--- src/rtl/clkout_gen.sv ---
module clkout_gen #(
  parameter int SEL_W  = 3,
  parameter int CTL_W  = 8,
  parameter int EN_POS = 4
) (
  input  logic             clk,
  input  logic             rst_n,
  input  logic             ctl_we,
  input  logic [CTL_W-1:0] ctl_wdata,
  output logic [CTL_W-1:0] ctl_rdata,
  input  logic             lat_we,
  input  logic             lat_wdata,
  input  logic             dir_we,
  input  logic             dir_wdata,
  output logic             pin_out,
  output logic             pin_oe
);
  localparam int DIV_W = 1 << SEL_W;

  logic [DIV_W-1:0] div_q;
  logic [DIV_W-1:0] low_mask;
  logic [SEL_W-1:0] sel_q;
  logic             en_q, run_q, lat_q, dir_q;
  logic             tap, tap_fall;

  assign tap      = div_q[sel_q];
  assign low_mask = (DIV_W'(1) << sel_q) - DIV_W'(1);
  assign tap_fall = tap && ((div_q & low_mask) == low_mask);

  always_ff @(posedge clk) begin
    if (!rst_n) begin
      div_q <= '0;
      sel_q <= '0;
      en_q  <= 1'b0;
      run_q <= 1'b0;
      lat_q <= 1'b0;
      dir_q <= 1'b1;
    end else begin
      div_q <= div_q + DIV_W'(1);
      if (tap_fall) run_q <= en_q;
      if (ctl_we) begin
        en_q <= ctl_wdata[EN_POS];
        if (!en_q && !run_q) sel_q <= ctl_wdata[SEL_W-1:0];
      end
      if (lat_we) lat_q <= lat_wdata;
      if (dir_we) dir_q <= dir_wdata;
    end
  end

  always_comb begin
    ctl_rdata              = '0;
    ctl_rdata[SEL_W-1:0]   = sel_q;
    ctl_rdata[EN_POS]      = en_q;
  end

  assign pin_oe  = ~dir_q;
  assign pin_out = ~dir_q & (lat_q | (run_q & tap));
endmodule

--- config.mk ---
export PLATFORM = sky130hd
export DESIGN_NAME = clkout_gen
export DESIGN_NICKNAME = d
export VERILOG_FILES = /design/src/rtl/clkout_gen.sv
export SDC_FILE = /design/constraint.sdc
export NUM_CORES = 1
export LEC_CHECK = 0
export BUFFER_PORTS_ARGS = -buffer_cell sky130_fd_sc_hd__buf_2
export CAP_MARGIN = 0
export CORE_ASPECT_RATIO = 1.4
export CORE_MARGIN = 3
export CORE_UTILIZATION = 30
export DETAILED_ROUTE_END_ITERATION = 12
export GPL_ROUTABILITY_DRIVEN = 0
export SLEW_MARGIN = 20
export SYNTH_ARGS = -nofsm -noshare
export SYNTH_HDL_FRONTEND = slang
export SYNTH_SLANG_ARGS = --single-unit
--- constraint.sdc ---
create_clock -name clk -period 5.4 [get_ports clk]
set_input_delay 1.62 -clock clk [delete_from_list [all_inputs] [get_ports clk]]
set_output_delay 1.62 -clock clk [all_outputs]
set_load 0.01 [all_outputs]
Word level (Yosys, flattened, before mapping)

Index checks and enable logic that the tools add are counted.

Register bits: 15
Bits of input ports: 15
Output and inout bits: 10
Logic and storage cells: 23

$add $sub $neg: 2
$lt $le $gt $ge: 1
Eq/ne operators: 1
Shifts and indexed selects: 1
Muxes and demuxes: 2
Bitwise operators: 5
Reductions and logical operators: 5

Operator list:

| cell                | count |
|---|---|
| $add 8x1->8 const B | 1 |
| $and 8x8->8         | 1 |
| $eq 8x8->1          | 1 |
| $shl 1x3->8 const A | 1 |
| $sub 8x2->8 const B | 1 |
| $lt 3x4->1 const B  | 1 |
| $bmux 1 s3          | 1 |
| $and 1x1->1         | 2 |
| $logic_and 1x1->1   | 2 |
| $logic_not 1->1     | 2 |
| $reduce_and 2->1    | 1 |
| $mux 1              | 1 |
| $not 1->1           | 1 |
| $or 1x1->1          | 1 |

Longest topological paths before layout

Gate-level depths: netlist (run 1).

Depth after elaboration: 5
Gate-level depth with buffers: 9

Worst setup path before layout (run 1)

Ideal clock, no wire load.

Kind: reg-to-output
Start point: register sel_q[1]
End point: output pin_out
Data arrival time: 1.518 ns
Required time: 3.780 ns
Setup slack: 2.262 ns
Stages on the path, launching flop included: 6
Buffers on the path: 1
Cell sequence: dfxtp_1 buf_6 mux4_1 mux2_2 a21oi_1 nor2_1

Longest elaborated chain between the ends: 5

RTL lines:

| element                      | RTL line | source |
|---|---|---|
| start: declaration           | 22       | `logic [SEL_W-1:0] sel_q;` |
| start signal: assignment     | 43       | `if (!en_q && !run_q) sel_q <= ctl_wdata[SEL_W-1:0];` |
| $bmux 1 s3                   | 26       | `assign tap = div_q[sel_q];` |
| $mux 1 (implied by the code) | 26       |  |
| $and 1x1->1                  | 57       | `assign pin_out = ~dir_q & (lat_q \| (run_q & tap));` |
| $or 1x1->1                   | 57       |  |
| $and 1x1->1                  | 57       |  |
| end: declaration             | 15       | `output logic pin_out,` |

No other way between the ends. The select of a mux whose other input is x is not followed.

Worst setup path in the final report (run 1)

Start point: register sel_q[0]
End point: output pin_out

Same word-level chain as after synthesis.

==> results of run 1 <==
-- per-layer routing --
layer,share of wire,GRT usage
met1,0.42,0.113
met2,0.54,0.181
met3,0.016,0.00215
met4,0.017,0.0629
met5,0,0
-- cell usage in the layout, fill, tap and decap left out, drive strengths merged, types with 4 or more instances in the layout --
cell type,netlist,layout
buf,8,16
dfxtp,15,15
and2,7,7
nor2b,7,7
nand2,5,5
mux2i,5,5
a21oi,4,4
nand3,4,4
xnor2,4,4
conb,1,4
-- power groups by stage --
| stage | clock [uW] | sequential [uW] | combinational [uW] |
|---|---|---|---|
| floorplan | 0 | 122 | 32.1 |
| global route | 71.1 | 124 | 41.4 |
| global placement | 0 | 125 | 34.7 |
| finish | 64.0 | 123 | 36.2 |
| CTS | 67.1 | 123 | 36.5 |
| detailed placement | 0 | 125 | 36.4 |
-- registers in the layout, indices dropped and copies added, names as in the netlist --
signal and cells:
div_q 8, sel_q 3, dir_q 1, en_q 1, lat_q 1, run_q 1
-- final timing paths --
check / end / slack [ns] / cells past startpoint
max: pin_out / 1.74 / 5
max reg2reg: run_q / 3.58 / 7
min reg2reg: run_q / 0.49 / 2
min: run_q / 0.49 / 2
-- worst max-delay path, cell delays in order (launching register included) --
cell and delay, ns:
dfxtp_1 0.54, mux4_1 0.59, mux2_2 0.29, a21oi_1 0.15, nor2_1 0.05, buf_2 0.13
-- cells by family after synthesis --
group	synth area share
xor+xnor	0.0614
simple gates	0.231
mux	0.133
compound gates	0.0965
flops	0.351
other cells	0.00438
fa+ha+maj	0.0292
buf+inv	0.0936
-- through the flow --
| stage | hold slack, ns | setup WS (ns) |
|---|---|---|
| global placement | 0.467 | 2.05 |
| detailed placement | 0.477 | 2.06 |
| CTS | 0.492 | 1.72 |
| floorplan | 0.452 | 2.26 |
| finish | 0.489 | 1.74 |
| global route | 0.529 | 1.61 |
-- final cells by class --
type	instances	area, sq um
inverter	3	11.3
sequential	15	300
clock buffer	3	22.5
tap	36	45.0
multi-input combinational	68	487
clock inverter	1	5.00
timing repair buffer	16	80.1
fill	296	1720
==> summary.md, run 1 <==
| Metric | Value |
|---|---|
| Status | `completed` |
| Final hold vios | `0` |
| Syn Inst Count | `between 90 and 100` |
| Most frequent cells after synthesis | `15 x dfxtp_1, 7 x and2_1, 7 x nor2b_1` |
| Clk Tree Root Cell | `clkbuf_4` |
| Via density | `about 4.7` |
| Unique masters post-synth | `33` |
| Largest net degree at the start of global routing | `17` |
| Reg power frac | `0.551` |
| Setup TNS Final | `0 ns` |
| Max-slew violation count | `0` |
| Chip Width | `roughly 51 microns` |
| Post_cts resized | `0` |
| Measured slew at the worst slew-check pin | `between 0.5 and 0.6 ns` |
| Post-synth ARST share | `0` |
| P_sw | `slightly above 60 uW` |
| Setup Skew | `around 0.0041 ns` |
| P_int | `around 160 uW` |
| Max cap viols | `0` |
| CTS Buffer Depth | `2` |
| Final instance area | `951 sq um` |
| Clk pwr share | `0.287` |
| Nets | `between 100 and 150` |
| Yosys warning total | `0` |
| CTS tree | `done` |
| Post-DP HPWL | `approximately 1200 microns` |
| Final period util | `0.677` |
| RSZ-0062 raised after global routing | `false` |
| Count leader, synth | `dfxtp_1` |
| # hold bufs at CTS | `0` |
| H-tree depth | `1` |
| Synth area leader | `dfxtp_1` |
| Top cell type's share of synthesized area | `0.351` |
| Worst endpoint required time | `around 3.8 ns` |
| Number of CTS-inserted buffers | `3` |
| Critical path capture point type | `output pin` |
| Die Area | `between 3000 and 4000 sq um` |
| Share of layout cells above drive strength 1 | `0.198` |
| First-pass GRT wire length | `approximately 2800 microns` |
| Most area-consuming cells after synthesis | `dfxtp_1 35%, mux4_1 6.1%, mux2i_1 5.8%` |
| Arrival @ worst endpoint | `between 2 and 2.5 ns` |
| Power density cells | `approximately 230 nW/um^2` |
| Vias in the first global route | `around 700` |
| Clk sinks | `15` |
| Die Y | `about 70 microns` |
| DR iter-0 viols | `5` |
| Comb pwr share | `0.162` |
| # IOs | `25` |
| Post-route DRC | `0` |
| Avg WL per Cell | `between 10 and 15 microns` |
| Fin cells | `between 100 and 150` |
| Gr usage total | `0.101` |
| Overall Power | `between 200 and 250 uW` |
| Worst hold start | `run_q` |
| Vias | `669` |
| Hold crit path type | `flip-flop to flip-flop` |
| Kind of critical path | `flip-flop to output pin` |
| Antenna violations before repair | `0` |
| R2r startpoint | `sel_q[2]` |
| Core Util, Final | `0.356` |
| # Post-CTS Setup Buffers | `0` |
| Worst-path clk slew | `~0.090 ns` |
| Flops & latches, synth | `15` |
| Max-slew headroom | `0.610` |
| Final ANT Viol Nets | `0` |
| Global route overflow | `0` |
| # rows | `22` |
| Syn Area/Cell | `around 9.3 sq um` |
| Final wirelength | `1580 microns` |
| Area post-placement | `slightly above 900 sq um` |
| Pleak | `between 0.0004 and 0.0005 uW` |
| Startpoint types | `flip-flop` |
| Cell Area, Synth | `856 sq um` |
| Seq/Total Area, Yosys | `0.351` |
| Starting Density | `0.321` |
| Clk Latency, worst-skew pair | `approximately 0.28 ns` |
| Peak supply drop | `between 0.00009 and 0.0001 V` |
| Critical path peak fanout | `10` |
| Crit path from | `sel_q[0]` |
| Highest clock rate | `between 200 and 300 MHz` |
| Ant diodes | `0` |
| Layout area overhead | `11.1%` |
| Final setup viols | `0` |
| Number of buffers added on ports | `16` |
| First-pass DRT Iterations | `3` |
| Number of synthesized flops with an enable pin | `0` |
| Placed Cells | `138` |
| Core Region | `approximately 2700 sq um` |
| Synth Flop Type | `dfxtp_1` |
| Sw Share | `0.275` |
| Period minus WS final | `around 3.7 ns` |
Note: power is estimated with default switching activity, not from simulation.
==> run 2, diff against run 1 <==
ABC_AREA = 1   (was default)
clock period = 3.09 ns   (was 5.4 ns; I/O delays follow)
==> summary.md, run 2 <==
| Metric | Value |
|---|---|
| Status | `completed (unchanged)` |
| Setup Skew | `0.0102 ns (was 0.00408 ns)` |
| Largest net degree at the start of global routing | `11 (was 17)` |
| Max-slew headroom | `0.627 (was 0.610)` |
| Vias in the first global route | `826 (was 683)` |
| First-pass DRT Iterations | `4 (was 3)` |
| Clk Tree Root Cell | `clkbuf_4 (unchanged)` |
| Synth Flop Type | `dfxtp_1 (unchanged)` |
| Layout area overhead | `13.0% (was 11.1%)` |
| Final ANT Viol Nets | `0 (unchanged)` |
| Count leader, synth | `nand2_1 (was dfxtp_1)` |
| Die Y | `69.2 microns (unchanged)` |
| Post-DP HPWL | `1470 microns (was 1250 microns)` |
| Critical path capture point type | `output pin (unchanged)` |
| Final setup viols | `0 (unchanged)` |
| Critical path peak fanout | `10 (unchanged)` |
| Top flop regs | `div_q (8), sel_q (3) (unchanged)` |
| RSZ-0062 raised after global routing | `false (unchanged)` |
| Clk Latency, worst-skew pair | `0.28 ns (about the same)` |
| Kind of critical path | `flip-flop to output pin (unchanged)` |
| Max reg flops | `8 (unchanged)` |
| Chip Width | `51.1 microns (unchanged)` |
| Antenna violations before repair | `0 (unchanged)` |
| Unique masters post-synth | `20 (was 33)` |
| Global route overflow | `0 (unchanged)` |
| Post-route DRC | `0 (unchanged)` |
| Syn Area/Cell | `6.69 sq um (was 9.30 sq um)` |
| Measured slew at the worst slew-check pin | `0.559 ns (was 0.584 ns)` |
| Hold crit path type | `flip-flop to flip-flop (unchanged)` |
| Number of synthesized flops with an enable pin | `0 (unchanged)` |
| DR iter-0 viols | `14 (was 5)` |
| Seq/Total Area, Yosys | `0.351 (unchanged)` |
| Number of CTS-inserted buffers | `3 (unchanged)` |
| Most common cell after layout, fill and taps aside | `nand2_1 (was buf_2)` |
| Worst slack at placement | `0.745 ns (was 2.06 ns)` |
| Worst endpoint required time | `2.16 ns (was 3.78 ns)` |
| Nets | `161 (was 124)` |
| Cell Area, Synth | `856 sq um (unchanged)` |
| Setup TNS Final | `0 ns (unchanged)` |
| Worst-path clk slew | `0.10 ns (was 0.09 ns)` |
| Starting Density | `0.321 (unchanged)` |
| Avg WL per Cell | `10.2 microns (was 11.1 microns)` |
| Final hold vios | `0 (unchanged)` |
| # rows | `22 (unchanged)` |
| Biggest register | `div_q (unchanged)` |
| # IOs | `25 (unchanged)` |
| Most area-consuming cells after synthesis | `dfxtp_1 35%, nand2_1 13%, nand3_1 8.8% (was dfxtp_1 35%, mux4_1 6.1%, mux2i_1 5.8%)` |
| Final wirelength | `1830 microns (was 1580 microns)` |
| Post_cts resized | `0 (unchanged)` |
| H-tree depth | `1 (unchanged)` |
| Via density | `4.59 (was 4.71)` |
| Final period util | `0.863` |
| Share of layout cells above drive strength 1 | `0.182 (was 0.198)` |
| Max cap viols | `0 (unchanged)` |
| Core Region | `2670 sq um (unchanged)` |
| CTS tree | `done (unchanged)` |
| Yosys warning total | `0 (unchanged)` |
| Ant diodes | `0 (unchanged)` |
| Most frequent cells in the layout | `29 x nand2_1, 16 x buf_2, 15 x nand3_1, 15 x dfxtp_1 (was 16 x buf_2, 15 x dfxtp_1, 7 x and2_1, 7 x nor2b_1)` |
| Top cell type's share of synthesized area | `0.351 (unchanged)` |
| CTS Buffer Depth | `2 (unchanged)` |
| Period minus WS final | `2.67 ns` |
| Flops & latches, synth | `15 (unchanged)` |
| Clk sinks | `15 (unchanged)` |
| Pleak | `0.000441 uW (was 0.000430 uW)` |
| # hold bufs at CTS | `0 (unchanged)` |
| Most frequent cells after synthesis | `29 x nand2_1, 15 x dfxtp_1, 15 x nand3_1 (was 15 x dfxtp_1, 7 x and2_1, 7 x nor2b_1)` |
| Area post-placement | `940 sq um (was 923 sq um)` |
| Peak supply drop | `0.000257 V (was 0.0000992 V)` |
| Power density cells | `436 nW/um^2 (was 234 nW/um^2)` |
| Final instance area | `967 sq um (was 951 sq um)` |
| # Post-CTS Setup Buffers | `0 (unchanged)` |
| Max-slew violation count | `0 (unchanged)` |
| Highest clock rate | `375 MHz` |
| Syn Inst Count | `128 (was 92)` |
| Post-synth ARST share | `0 (unchanged)` |
| Vias | `822 (was 669)` |
| Startpoint types | `flip-flop (unchanged)` |
| Arrival @ worst endpoint | `1.74 ns (was 2.04 ns)` |
| First-pass GRT wire length | `3390 microns (was 2850 microns)` |
| Hold_ws | `0.501 ns (was 0.489 ns)` |
| Core Util, Final | `0.362 (was 0.356)` |
| Filler Cell Count | `310 (was 296)` |
| Final worst setup slack | `0.424 ns (was 1.74 ns)` |
| Synth area leader | `dfxtp_1 (unchanged)` |
| Gr usage total | `0.119 (was 0.101)` |
| Die Area | `3540 sq um (unchanged)` |
| Number of buffers added on ports | `16 (unchanged)` |
[run 2: cells by family after synthesis]
kind of cell	share of synthesized area
XOR/XNOR	0.0102
AND/OR/NAND/NOR	0.358
adder cells (fa/ha/maj)	0.0292
AO/OA/AOI/OAI	0.117
flip-flops	0.351
other	0.00438
buffers and inverters	0.130
[run 2: final timing paths]
kind                            slack, ns  cells past startpoint  endpoint     start
worst max-delay path                 0.42                      7   pin_out  sel_q[0]
worst min-delay path                 0.50                      1  div_q[0]  div_q[0]
worst max register to register       1.19                      9     run_q  sel_q[0]
worst min register to register       0.50                      1  div_q[0]  div_q[0]
[run 2: metal layers]
| metal | track usage | part of all wire | up-vias |
|---|---|---|---|
| met5 | 0 | 0 | - |
| met4 | 0.0479 | 0.014 | 0 |
| met3 | 0.0129 | 0.028 | 4 |
| met2 | 0.209 | 0.51 | 17 |
| met1 | 0.143 | 0.45 | 367 |
| li1 | - | - | 434 |
[run 2: layout make-up]
class                   count  area (sq um)  share of cell area
flip-flops and latches     15           300               0.310
well taps                  36          45.0              0.0466
inverters                  15          58.8              0.0608
clock inverters             1          5.00             0.00517
multi-input cells          93           455               0.471
clock buffers               3          22.5              0.0233
repair buffers             16          80.1              0.0828
[run 2: critical path: stages (launching register included)]
cell     delay, ns
dfxtp_1       0.69
nand3_1       0.14
nand4_1       0.14
nand2_1       0.06
nand2_1       0.11
nand2_1       0.06
a21oi_1       0.11
buf_2         0.14
[run 2: through the flow]
step	std cells	power (uW)
final	179	421
after global routing	179	450
after CTS	179	426
after detailed placement	175	314
after global placement	175	312
after floorplan	131	294
[run 2: report_power, final]
part / total (uW) / switching, uW / internal, uW
Clock: 112 / 64.0 / 48.0
Sequential: 220 / 17.4 / 203
Combinational: 88.8 / 52.6 / 36.3
==> run 3, diff against run 2 <==
ABC_AREA = default   (was 1)
==> summary.md, run 3 (synthesis gave the netlist of run 1 again) <==
| Metric | Value |
|---|---|
| Avg WL per Cell | `12.0 microns (was 10.2 microns)` |
| CTS tree | `done (unchanged)` |
| Final setup viols | `0 (unchanged)` |
| Max-slew violation count | `0 (unchanged)` |
| Final ANT Viol Nets | `0 (unchanged)` |
| First-pass DRT Iterations | `4 (unchanged)` |
| Critical path capture point type | `output pin (unchanged)` |
| Reg power frac | `0.544 (was 0.523)` |
| Gr usage total | `0.104 (was 0.119)` |
| Worst endpoint required time | `2.16 ns (about the same)` |
| R2r startpoint | `sel_q[2] (was sel_q[0])` |
| Setup Skew | `0.00408 ns (was 0.0102 ns)` |
| Die Y | `69.2 microns (unchanged)` |
| Highest clock rate | `337 MHz (was 375 MHz)` |
| # hold bufs at CTS | `0 (unchanged)` |
| Share of layout cells above drive strength 1 | `0.206 (was 0.182)` |
| DR iter-0 viols | `8 (was 14)` |
| Vias | `676 (was 822)` |
| Ant diodes | `0 (unchanged)` |
| Worst-path clk slew | `0.09 ns (was 0.10 ns)` |
| Period minus WS final | `2.97 ns (was 2.67 ns)` |
| Setup TNS Final | `0 ns (unchanged)` |
| Final period util | `0.960 (was 0.863)` |
| Max reg flops | `8 (unchanged)` |
| Core Util, Final | `0.359 (was 0.362)` |
| Hold path depth | `2 (was 1)` |
| Hold_ws | `0.488 ns (was 0.501 ns)` |
| Reg2reg path depth | `7 (was 9)` |
| Clk sinks | `15 (unchanged)` |
| Via density | `4.73 (was 4.59)` |
| Crit path from | `sel_q[1] (was sel_q[0])` |
| Number of buffers added on ports | `16 (unchanged)` |
| # Post-CTS Setup Buffers | `0 (unchanged)` |
| Final worst setup slack | `0.125 ns (was 0.424 ns)` |
| Grt met3 use | `0.00645 (was 0.0129)` |
| Busiest grt layer | `met2 (unchanged)` |
| Vias in the first global route | `671 (was 826)` |
| Clk Latency, worst-skew pair | `0.28 ns (about the same)` |
| Biggest register | `div_q (unchanged)` |
| Post-route DRC | `0 (unchanged)` |
| Arrival @ worst endpoint | `2.04 ns (was 1.74 ns)` |
| Largest net degree at the start of global routing | `17 (was 11)` |
| Global route overflow | `0 (unchanged)` |
| Peak supply drop | `0.000183 V (was 0.000257 V)` |
| Clk pwr share | `0.287 (was 0.266)` |
| Max-slew headroom | `0.606 (was 0.627)` |
| Met1 Use GR | `0.115 (was 0.143)` |
| Clk Tree Root Cell | `clkbuf_4 (unchanged)` |
| Most frequent cells in the layout | `16 x buf_2, 15 x dfxtp_1, 7 x and2_1, 7 x nor2b_1 (was 29 x nand2_1, 16 x buf_2, 15 x nand3_1, 15 x dfxtp_1)` |
| Post-DP HPWL | `1280 microns (was 1470 microns)` |
| Die Area | `3540 sq um (unchanged)` |
| First-pass GRT wire length | `2880 microns (was 3390 microns)` |
| Status | `completed (unchanged)` |
| Chip Width | `51.1 microns (unchanged)` |
| Nets | `125 (was 161)` |
| Core Region | `2670 sq um (unchanged)` |
| Pleak | `0.000435 uW (was 0.000441 uW)` |
| Power density cells | `409 nW/um^2 (was 436 nW/um^2)` |
| CTS Buffer Depth | `2 (unchanged)` |
| RSZ-0062 raised after global routing | `false (unchanged)` |
| Worst hold start | `run_q (was div_q[0])` |
| Post_cts resized | `0 (unchanged)` |
| Hold crit path type | `flip-flop to flip-flop (unchanged)` |
| Starting Density | `0.321 (unchanged)` |
| Antenna violations before repair | `0 (unchanged)` |
| Layout area overhead | `12.0% (was 13.0%)` |
| Final hold vios | `0 (unchanged)` |
| Most common cell after layout, fill and taps aside | `buf_2 (was nand2_1)` |
| P_sw | `109 uW (was 134 uW)` |
| Sw Share | `0.277 (was 0.318)` |
| Filler Cell Count | `301 (was 310)` |
| H-tree depth | `1 (unchanged)` |
| Final wirelength | `1710 microns (was 1830 microns)` |
| Number of CTS-inserted buffers | `3 (unchanged)` |
| Startpoint types | `flip-flop (unchanged)` |
| Critical path peak fanout | `11 (was 10)` |
| Measured slew at the worst slew-check pin | `0.590 ns (was 0.559 ns)` |
| # rows | `22 (unchanged)` |
| P_int | `283 uW (was 287 uW)` |
| Worst slack at placement | `0.447 ns (was 0.745 ns)` |
| # IOs | `25 (unchanged)` |
| Max cap viols | `0 (unchanged)` |
| Met2 GRT Util | `0.178 (was 0.209)` |
| Top flop regs | `div_q (8), sel_q (3) (unchanged)` |
| Kind of critical path | `flip-flop to output pin (unchanged)` |
| Comb pwr share | `0.169 (was 0.211)` |
-- run 3: changes by cell type in the layout (fill, tap and decap cells not counted), sizes merged, moves of 3 or more --
cell   before  now
nor2b       0    7
nor2       16    3
o21ai       9    2
inv        15    3
mux2i       0    5
nand2      29    5
and2        0    7
nand4       4    1
xnor2       0    4
a21oi      11    4
nand3      15    4
-- run 3: cell type report --
| type | instances | area (sq um) | share of cell area |
|---|---|---|---|
| clock buffers | 3 | 22.5 | 0.0235 |
| clock inverters | 1 | 5.00 | 0.00522 |
| inverters | 3 | 11.3 | 0.0117 |
| multi-input cells | 68 | 487 | 0.508 |
| flip-flops and latches | 15 | 300 | 0.313 |
| well taps | 36 | 45.0 | 0.0470 |
| repair buffers | 17 | 87.6 | 0.0914 |
-- run 3: worst paths after layout --
path | endpoint | slack (ns)
worst min-delay path | run_q | 0.49
worst max-delay path | pin_out | 0.12
worst min register to register | run_q | 0.49
worst max register to register | run_q | 1.28
-- run 3: worst max-delay path: stages (launching register included) --
cell     delay [ns]
dfxtp_1        0.52
mux4_1         0.60
mux2_2         0.30
a21oi_1        0.15
nor2_1         0.05
buf_2          0.13
-- run 3: stage by stage --
stage               cells  instance area [sq um]  power (uW)
finish                143                    958         392
global route          143                    958         420
CTS                   143                    958         399
detailed placement    139                    931         284
global placement      139                    931         281
floorplan              95                    867         269
-- run 3: power by group through the flow --
stage	registers, uW	clock network, uW	logic (uW)
2_1_floorplan	213	0	56.0
6_report	213	112	66.2
4_1_cts	213	119	66.8
3_5_place_dp	218	0	66.0
5_1_grt	215	130	74.8
3_3_place_gp	217	0	63.8
-- run 3: routing by layer --
layer | share of wire | vias up
met5 | 0 | -
met4 | 0.013 | 0
met3 | 0.018 | 2
met2 | 0.55 | 10
met1 | 0.41 | 324
li1 | - | 340
